===== config.mk =====
export PLATFORM = sky130hd
export DESIGN_NAME = icache_ctl_reg
export DESIGN_NICKNAME = d
export VERILOG_FILES = /design/src/rtl/icr_pkg.sv /design/src/rtl/icr_enable_bits.sv /design/src/rtl/icr_sticky.sv /design/src/rtl/icr_flash_seq.sv /design/src/rtl/icache_ctl_reg.sv
export SDC_FILE = /design/constraint.sdc
export NUM_CORES = 1
export LEC_CHECK = 0
export BUFFER_PORTS_ARGS = -buffer_cell sky130_fd_sc_hd__buf_4
export CORE_MARGIN = 3
export CORE_UTILIZATION = 30
export CTS_BUF_LIST = sky130_fd_sc_hd__clkbuf_4 sky130_fd_sc_hd__clkbuf_8
export CTS_CLUSTER_DIAMETER = 60
export DETAILED_ROUTE_END_ITERATION = 6
export PLACE_DENSITY = 0.8
export SLEW_MARGIN = 20
export SYNTH_ARGS = -nofsm -noshare
export SYNTH_HDL_FRONTEND = slang
export SYNTH_SLANG_ARGS = --single-unit

===== constraint.sdc =====
create_clock -name clk -period 1 [get_ports clk]
set_input_delay 0.1 -clock clk [delete_from_list [all_inputs] [get_ports clk]]
set_output_delay 0.1 -clock clk [all_outputs]
set_load 0.1 [all_outputs]

===== src/rtl/icr_pkg.sv =====
package icr_pkg;
    localparam int REG_W     = 32;
    localparam int NFLAG     = 3;
    localparam int BIT_PAR   = 16;
    localparam int BIT_INJ   = 15;
    localparam int FLAG_LSB  = 9;   // overflow=9, fail=10, snoop=11
    localparam int BIT_FLASH = 8;
    localparam logic [REG_W-1:0] RD_MASK =
        (REG_W'(1) << BIT_PAR) | (REG_W'(1) << BIT_INJ) |
        (REG_W'((1 << NFLAG) - 1) << FLAG_LSB);

    typedef struct packed {
        logic par;
        logic inj;
    } en_t;

    typedef struct packed {
        logic armed;
        logic pulse;
    } flash_t;
endpackage


===== src/rtl/icr_enable_bits.sv =====
module icr_enable_bits (
    input  logic clk,
    input  logic rst_n,
    input  logic wr_ok,
    input  logic w_par,
    input  logic w_inj,
    output logic par_o,
    output logic inj_o
);
    import icr_pkg::*;

    en_t st_d, st_q;

    always_comb begin
        st_d = st_q;
        if (wr_ok) begin
            st_d.par = w_par;
            st_d.inj = w_inj & w_par;
        end
    end

    always_ff @(posedge clk or negedge rst_n) begin
        if (!rst_n) st_q <= '0;
        else        st_q <= st_d;
    end

    assign par_o = st_q.par;
    assign inj_o = st_q.inj;
endmodule


===== src/rtl/icr_sticky.sv =====
module icr_sticky #(
    parameter int W = 3
) (
    input  logic         clk,
    input  logic         rst_n,
    input  logic [W-1:0] set_i,
    input  logic [W-1:0] clr_i,
    output logic [W-1:0] q_o
);
    logic [W-1:0] flag_d, flag_q;

    for (genvar i = 0; i < W; i++) begin : g_flag
        always_comb begin
            flag_d[i] = flag_q[i];
            if (clr_i[i]) flag_d[i] = 1'b0;
            if (set_i[i]) flag_d[i] = 1'b1;
        end
    end

    always_ff @(posedge clk or negedge rst_n) begin
        if (!rst_n) flag_q <= '0;
        else        flag_q <= flag_d;
    end

    assign q_o = flag_q;
endmodule


===== src/rtl/icr_flash_seq.sv =====
module icr_flash_seq (
    input  logic clk,
    input  logic rst_n,
    input  logic wr_ok,
    input  logic w_bit,
    output logic pulse_o,
    output logic armed_o
);
    import icr_pkg::*;

    flash_t st_d, st_q;

    always_comb begin
        st_d       = st_q;
        st_d.pulse = 1'b0;
        if (wr_ok) begin
            if (!w_bit) begin
                st_d.armed = 1'b1;
            end else if (st_q.armed) begin
                st_d.pulse = 1'b1;
                st_d.armed = 1'b0;
            end
        end
    end

    always_ff @(posedge clk or negedge rst_n) begin
        if (!rst_n) st_q <= '0;
        else        st_q <= st_d;
    end

    assign pulse_o = st_q.pulse;
    assign armed_o = st_q.armed;
endmodule


===== src/rtl/icache_ctl_reg.sv =====
module icache_ctl_reg
    import icr_pkg::*;
(
    input  logic             clk,
    input  logic             rst_n,
    input  logic             wr_en,
    input  logic             sup,
    input  logic [REG_W-1:0] wdata,
    output logic [REG_W-1:0] rdata,
    input  logic             snoop_lock_inval,
    input  logic             lock_fail,
    input  logic             lock_ovf,
    output logic             par_en,
    output logic             inj_en,
    output logic             lock_flash_clr
);
    logic             wr_ok;
    logic [NFLAG-1:0] ev_set;
    logic [NFLAG-1:0] ev_clr;
    logic [NFLAG-1:0] flags_q;
    logic             armed_q;

    assign wr_ok  = wr_en & sup;
    assign ev_set = {snoop_lock_inval, lock_fail, lock_ovf};

    for (genvar i = 0; i < NFLAG; i++) begin : g_clr
        assign ev_clr[i] = wr_ok & ~wdata[FLAG_LSB+i];
    end

    icr_enable_bits u_en (
        .clk   (clk),
        .rst_n (rst_n),
        .wr_ok (wr_ok),
        .w_par (wdata[BIT_PAR]),
        .w_inj (wdata[BIT_INJ]),
        .par_o (par_en),
        .inj_o (inj_en)
    );

    icr_sticky #(.W(NFLAG)) u_flags (
        .clk   (clk),
        .rst_n (rst_n),
        .set_i (ev_set),
        .clr_i (ev_clr),
        .q_o   (flags_q)
    );

    icr_flash_seq u_flash (
        .clk     (clk),
        .rst_n   (rst_n),
        .wr_ok   (wr_ok),
        .w_bit   (wdata[BIT_FLASH]),
        .pulse_o (lock_flash_clr),
        .armed_o (armed_q)
    );

    always_comb begin
        rdata = '0;
        if (sup) begin
            rdata[BIT_PAR]                  = par_en;
            rdata[BIT_INJ]                  = inj_en;
            rdata[FLAG_LSB +: NFLAG]        = flags_q;
        end
    end
endmodule


==> impl_results.rst, run 1 <==
.. list-table::
   :header-rows: 1

   * - Metric
     - Value
   * - Hold violation total from the final report
     - 0
   * - Internal Pwr Total
     - 696.2 µW
   * - Sequential element share of the synthesized area
     - 33.65%
   * - Worst-path maximum fanout
     - 3
   * - Number of buffers added by the clock tree synthesis step
     - 3
   * - Switching Power
     - 832.7 µW
   * - Final-layout setup total negative slack
     - -0.7644 ns
   * - Total of warnings raised by yosys
     - 0
   * - Post-synthesis cell type count
     - 14
   * - Die footprint
     - 0.002271 mm²
   * - Number of instances in the synthesized netlist
     - 58
   * - Final critical path time including I/O delays and setup
     - 1.139 ns
   * - Ratio of final minimum period to clock period
     - 113.9%
   * - Combinational share of power
     - 60.2%
   * - HPWL after detailed placement
     - 757.5 µm
   * - Pwr Density
     - 2023 mW/mm²
   * - Pre-CTS WS
     - 0.06296 ns
   * - Portion of total power attributed to sequential cells
     - 21.7%
   * - Min-Delay Endpoint
     - u_flash.armed_o
   * - Number of nets in the finished design
     - 125
   * - Number of clock sinks
     - 7
   * - Dominant cell type by area after synthesis
     - buf_4
   * - RSZ-0062 raised after global routing
     - yes
   * - Final Core Density
     - 47.94%
   * - Maximum clock frequency
     - 0.8777 GHz
   * - Buffers on Ports
     - 20
   * - Initial core utilization
     - 33.02%
   * - Status
     - complete, but fails checks
   * - Violated checks
     - setup timing
   * - Number of antenna violations at the first check in global routing
     - 0
   * - Share of final-layout standard cells stronger than drive strength 1
     - 43.53%
   * - Type of the most critical hold path
     - primary input to register
   * - Post-placement cell area
     - 590.6 µm²
   * - Wire length per cell
     - 9.356 µm
   * - Commonest cells after routing, fill and taps aside
     - conb_1, buf_4, buf_12, nor2_1, dfrtp_1
   * - Data required time at the worst endpoint
     - 0.90 ns
   * - Count of final max-slew check failures
     - 0
   * - Pin count of the biggest net entering global routing
     - 8
   * - Final setup slack of the worst path
     - -0.1393 ns
   * - Clock tree root buffer cell
     - clkbuf_4
   * - Total number of H-tree levels
     - 1
   * - Reg2reg path depth
     - 3
   * - Worst hold path depth
     - 2
   * - Worst R2R Start
     - u_en.par_o
   * - Proportion of netlist area held by the largest area contributor
     - 38.94%
   * - Die outline width
     - 47.66 µm
   * - RePlAce Congestion
     - 0.5996
   * - Final-layout fill cell count
     - 153
   * - Final setup violation count
     - 8
   * - Clock network fraction of design power
     - 18.0%
   * - Count of antenna diodes in the layout
     - 0
   * - Placeable core area
     - 0.001577 mm²
   * - Max-cap viol count
     - 0
   * - Kind of end point of the critical path
     - output pin
   * - Final cell area excluding filler cells
     - 755.7 µm²
   * - Clock Tree Buf Depth
     - 2
   * - Worst Min Path Start
     - wdata[8]
   * - Final worst clock skew
     - 0.00002190 ns
   * - Cell leakage power
     - 0.3984 nW
   * - Non-Filler Instances
     - 101
   * - RR Endpoint
     - u_en.par_o
   * - Power, Total
     - 1.529 mW
   * - WP data arrival
     - 1.04 ns
   * - Routed via count divided by cell count
     - 3.634
   * - Global-route congestion overflow total
     - 0
   * - Largest voltage drop on the vdd net
     - 0.8088 mV
   * - Post-route ant nets
     - 0
   * - Setup Crit Path Kind
     - register to output pin
   * - Register bit count reported by yosys
     - 7
   * - Commonest non-fill, non-tap cell in the layout
     - conb_1
   * - First-pass GRT wire length
     - 1.110 mm
   * - First-pass detailed-route iteration total
     - 2
   * - Clock network latency to the later pin of the worst-skew pair
     - 0.24 ns
   * - Clock tree from TritonCTS
     - done
   * - Hold slack final
     - 0.03804 ns
   * - DRC viols
     - 0
   * - Total global-route track usage
     - 7.422%
   * - Area added between synthesis and finish
     - 45.19%
   * - Post-detailed-routing wire length
     - 945 µm
   * - Instance count after placement with tap cells included
     - 92
   * - DR vias
     - 367
   * - CP Launch Type
     - register
   * - Iteration-0 DRC count of the detailed router
     - 3
   * - I/O pin total
     - 74
   * - Setup slack of the most critical reg-to-reg path
     - -0.08 ns
   * - Chip height
     - 47.66 µm
   * - Syn_area_per_cell
     - 8.974 µm²
   * - Net switching share of the total power
     - 54.46%
   * - Vias in the first global route
     - 271
   * - Register clock-pin slew on the reported worst setup and hold paths
     - 0.05 ns
   * - Number of core rows
     - 14
   * - Cell types occupying the most area after synthesis
     - buf_4, dfrtp_1, and2_1
   * - Post-synthesis cell area
     - 520.5 µm²
   * - Setup crit start
     - u_en.inj_o
-- cell usage after synthesis, drive strengths merged --
| library cell | instances |
|---|---|
| dfrtp | 7 |
| conb | 1 |
| buf | 28 |
| o21ai | 1 |
| mux2 | 1 |
| and2 | 6 |
| mux2i | 1 |
| and3 | 1 |
| nand4 | 1 |
| a21oi | 3 |
| inv | 2 |
| nor2 | 6 |
-- per-layer routing --
metal | track usage (%) | vias up | part of all wire [%]
met2 | 13.10 | 29 | 56
li1 | - | 179 | -
met1 | 6.803 | 159 | 31
met4 | 1.613 | 0 | 0
met3 | 5.639 | 0 | 13
met5 | 0 | - | 0
-- state kept, by name, indices dropped and copies added (netlist names) --
name / count
u_en.par_o: 1
u_flash.armed_o: 1
u_flash.pulse_o: 1
u_flags.q_o: 3
u_en.inj_o: 1
-- worst max-delay path: stages (launching register included) --
cell	delay, ns
dfrtp_4	0.48
and2_4	0.15
buf_12	0.16
-- worst max-delay path by stage --
stage / end / slack (ns) / cells after the start
after detailed placement: rdata[15] / 0.06 / 2
after CTS: rdata[16] / -0.14 / 2
after global routing: rdata[16] / -0.17 / 2
after floorplan: rdata[16] / -0.09 / 1
after global placement: rdata[15] / 0.06 / 2
final: rdata[15] / -0.14 / 2
-- power groups by stage --
stage / clock (mW) / sequential, mW / combinational, mW
floorplan: 0 / 0.422 / 0.697
global placement: 0 / 0.334 / 0.795
detailed placement: 0 / 0.336 / 0.798
CTS: 0.288 / 0.331 / 0.896
global route: 0.308 / 0.334 / 0.948
finish: 0.276 / 0.332 / 0.921
-- what timing repair did --
action	in CTS	in global routing
setup endpoints to repair	7	7
cloned	0	0
buffers inserted	2	2
pin swaps	1	0
hold endpoints to repair	7	0
hold buffers	1	0
gates resized for setup	17	3
-- cells by family (layout without fill, tap and decap cells) --
family                 count (synthesis)  after routing  synth area share [%]
other                                  1             27                0.7205
flip-flops                             7              7                 33.65
buffers and inverters                 30             31                 42.55
AND/OR/NAND/NOR                       14             14                 14.42
multiplexers                           2              2                 4.807
AO/OA/AOI/OAI                          4              4                 3.844
-- area by class of cell --
type	count	area, µm²	area share [%]
well taps	16	20.02	2.649
repair buffers	25	285.3	37.75
inverters	2	7.507	0.9934
clock buffers	4	30.03	3.974
multi-input cells	47	230.2	30.46
flip-flops and latches	7	182.7	24.17
(Power assumes the default switching activity.)
==> inputs of run 2 (changes only) <==
clock period = 1.1 ns   (was 1 ns; I/O delays follow)
==> impl_results.rst, run 2 (synthesis results as in run 1) <==
.. list-table::
   :header-rows: 1

   * - Metric
     - Value
   * - Status
     - complete, but fails checks
   * - Violated checks
     - setup timing
   * - Count of final max-slew check failures
     - 0
   * - Net switching share of the total power
     - 55.67%
   * - RSZ-0062 raised after global routing
     - yes
   * - Setup crit start
     - u_en.inj_o
   * - RR Endpoint
     - u_en.par_o
   * - First-pass detailed-route iteration total
     - 2
   * - Cell leakage power
     - 0.3866 nW
   * - Die outline width
     - 47.66 µm
   * - Max reg flops
     - 3
   * - Combinational share of power
     - 59.0%
   * - Number of clock sinks
     - 7
   * - Max-cap viol count
     - 0
   * - Commonest non-fill, non-tap cell in the layout
     - conb_1
   * - Total number of H-tree levels
     - 1
   * - Worst R2R Start
     - u_en.par_o
   * - Count of antenna diodes in the layout
     - 0
   * - Worst Min Path Start
     - wdata[8]
   * - Placeable core area
     - 0.001577 mm²
   * - Final setup slack of the worst path
     - -0.04213 ns
   * - RePlAce Congestion
     - 0.5997
   * - Critical path's slowest cell
     - dfrtp_4
   * - Buffers and inverters on the worst path
     - 1
   * - Final Core Density
     - 45.87%
   * - CP Launch Type
     - register
   * - Commonest cells after routing, fill and taps aside
     - conb_1, buf_4, nor2_1, buf_12, dfrtp_1
   * - Pwr Density
     - 1856 mW/mm²
   * - Area added between synthesis and finish
     - 38.94%
   * - Register clock-pin slew on the reported worst setup and hold paths
     - 0.05 ns
   * - Timing endpoint of the critical path
     - rdata[15]
   * - Clock Tree Buf Depth
     - 2
   * - Buffers on Ports
     - 20
   * - Number of buffers added by the clock tree synthesis step
     - 3
   * - Chip height
     - 47.66 µm
   * - Final worst clock skew
     - 0.00002193 ns
   * - Number of core rows
     - 14
   * - First-pass GRT wire length
     - 1.138 mm
   * - Clock tree from TritonCTS
     - done
   * - Vias in the first global route
     - 280
   * - DR vias
     - 368
   * - Maximum clock frequency
     - 0.8756 GHz
   * - Crit path max-delay family
     - flip-flops
   * - Worst-path maximum fanout
     - 3
   * - Setup Crit Path Kind
     - register to output pin
   * - Reg2reg path depth
     - 2
   * - Wire length per cell
     - 9.347 µm
   * - DRC viols
     - 0
   * - Instance count after placement with tap cells included
     - 92
   * - Clock network latency to the later pin of the worst-skew pair
     - 0.24 ns
   * - I/O pin total
     - 74
   * - Final setup violation count
     - 3
   * - Post-placement cell area
     - 590.6 µm²
   * - Internal Pwr Total
     - 595.1 µW
   * - Global-route congestion overflow total
     - 0
   * - Largest voltage drop on the vdd net
     - 0.7152 mV
   * - Setup slack of the most critical reg-to-reg path
     - 0.12 ns
   * - Hold violation total from the final report
     - 0
   * - Post-detailed-routing wire length
     - 944 µm
   * - Power, Total
     - 1.342 mW
   * - Ratio of final minimum period to clock period
     - 103.8%
   * - Final cell area excluding filler cells
     - 723.2 µm²
   * - Portion of total power attributed to sequential cells
     - 22.4%
   * - CP cell instances
     - and2_4, buf_12
   * - Kind of end point of the critical path
     - output pin
   * - Share of final-layout standard cells stronger than drive strength 1
     - 43.53%
   * - Instance count on the critical path
     - 2
   * - Clock network fraction of design power
     - 18.6%
   * - Clock tree root buffer cell
     - clkbuf_4
   * - Type of the most critical hold path
     - primary input to register
   * - Switching Power
     - 747.2 µW
   * - Final-layout fill cell count
     - 155
   * - Area taken by multi-input logic gates
     - 230.2 µm²
   * - Post-route ant nets
     - 0
   * - Final critical path time including I/O delays and setup
     - 1.142 ns
   * - Die footprint
     - 0.002271 mm²
   * - Total global-route track usage
     - 7.728%
   * - Area taken by flip-flops and latches
     - 182.7 µm²
   * - HPWL after detailed placement
     - 751.6 µm
   * - Iteration-0 DRC count of the detailed router
     - 1
   * - Initial core utilization
     - 33.02%
   * - Non-Filler Instances
     - 101
   * - Number of antenna violations at the first check in global routing
     - 0
   * - Data required time at the worst endpoint
     - 0.99 ns
   * - Routed via count divided by cell count
     - 3.644
   * - WP data arrival
     - 1.03 ns
   * - Largest stage delay, worst path
     - 0.48 ns
   * - Number of nets in the finished design
     - 125
   * - Pin count of the biggest net entering global routing
     - 8
-- run 2: cell count changes in the layout (fill, tap and decap cells not counted) --
cell | previous run | this run
buf_12 | 7 | 5
buf_4 | 15 | 19
buf_6 | 2 | 0
-- run 2: final cells by class --
cell class,instances,area share (%)
inverter,2,1.038
sequential,7,25.26
clock buffer,4,4.152
timing repair buffer,25,34.95
tap,16,2.768
multi-input combinational,47,31.83
-- run 2: through the flow --
step                      setup WS, ns  setup TNS (ns)  hold WS, ns
after floorplan              -0.003127       -0.003127      -0.1856
after global placement          0.1529               0     -0.07451
after detailed placement        0.1515               0     -0.07190
after CTS                     -0.04834         -0.1192      0.04168
after global routing          -0.07815         -0.2816      0.04332
final                         -0.04213        -0.08873      0.04847
-- run 2: layer usage --
metal	wire, µm	up-vias	track usage (%)	share of wire [%]
met4	0	0	1.613	0
met2	540	29	14.17	57
li1	-	178	-	-
met5	0	-	0	0
met1	281	161	6.803	30
met3	122	0	5.639	13
-- run 2: power by group through the flow --
stage,Sequential [mW],Combinational (mW),Clock [mW]
2_1_floorplan,0.384,0.634,0
3_3_place_gp,0.304,0.723,0
3_5_place_dp,0.306,0.725,0
4_1_cts,0.300,0.789,0.262
5_1_grt,0.303,0.816,0.280
6_report,0.300,0.792,0.250
-- run 2: worst min-delay path by stage --
stage	end	slack [ns]	depth (start not counted)
finish	u_flash.armed_o	0.05	2
global route	u_flash.armed_o	0.04	2
CTS	u_flash.armed_o	0.04	2
detailed placement	u_flash.pulse_o	-0.07	1
global placement	u_flash.pulse_o	-0.07	1
floorplan	u_flags.q_o[0]	-0.19	0
-- run 2: repair_timing --
action                                 CTS  global route
pin swaps                                1             0
hold buffers                             1             0
endpoints found under the hold margin    7             0
setup endpoints to repair                5             7
buffers inserted                         3             1
gates resized for setup                 15             0
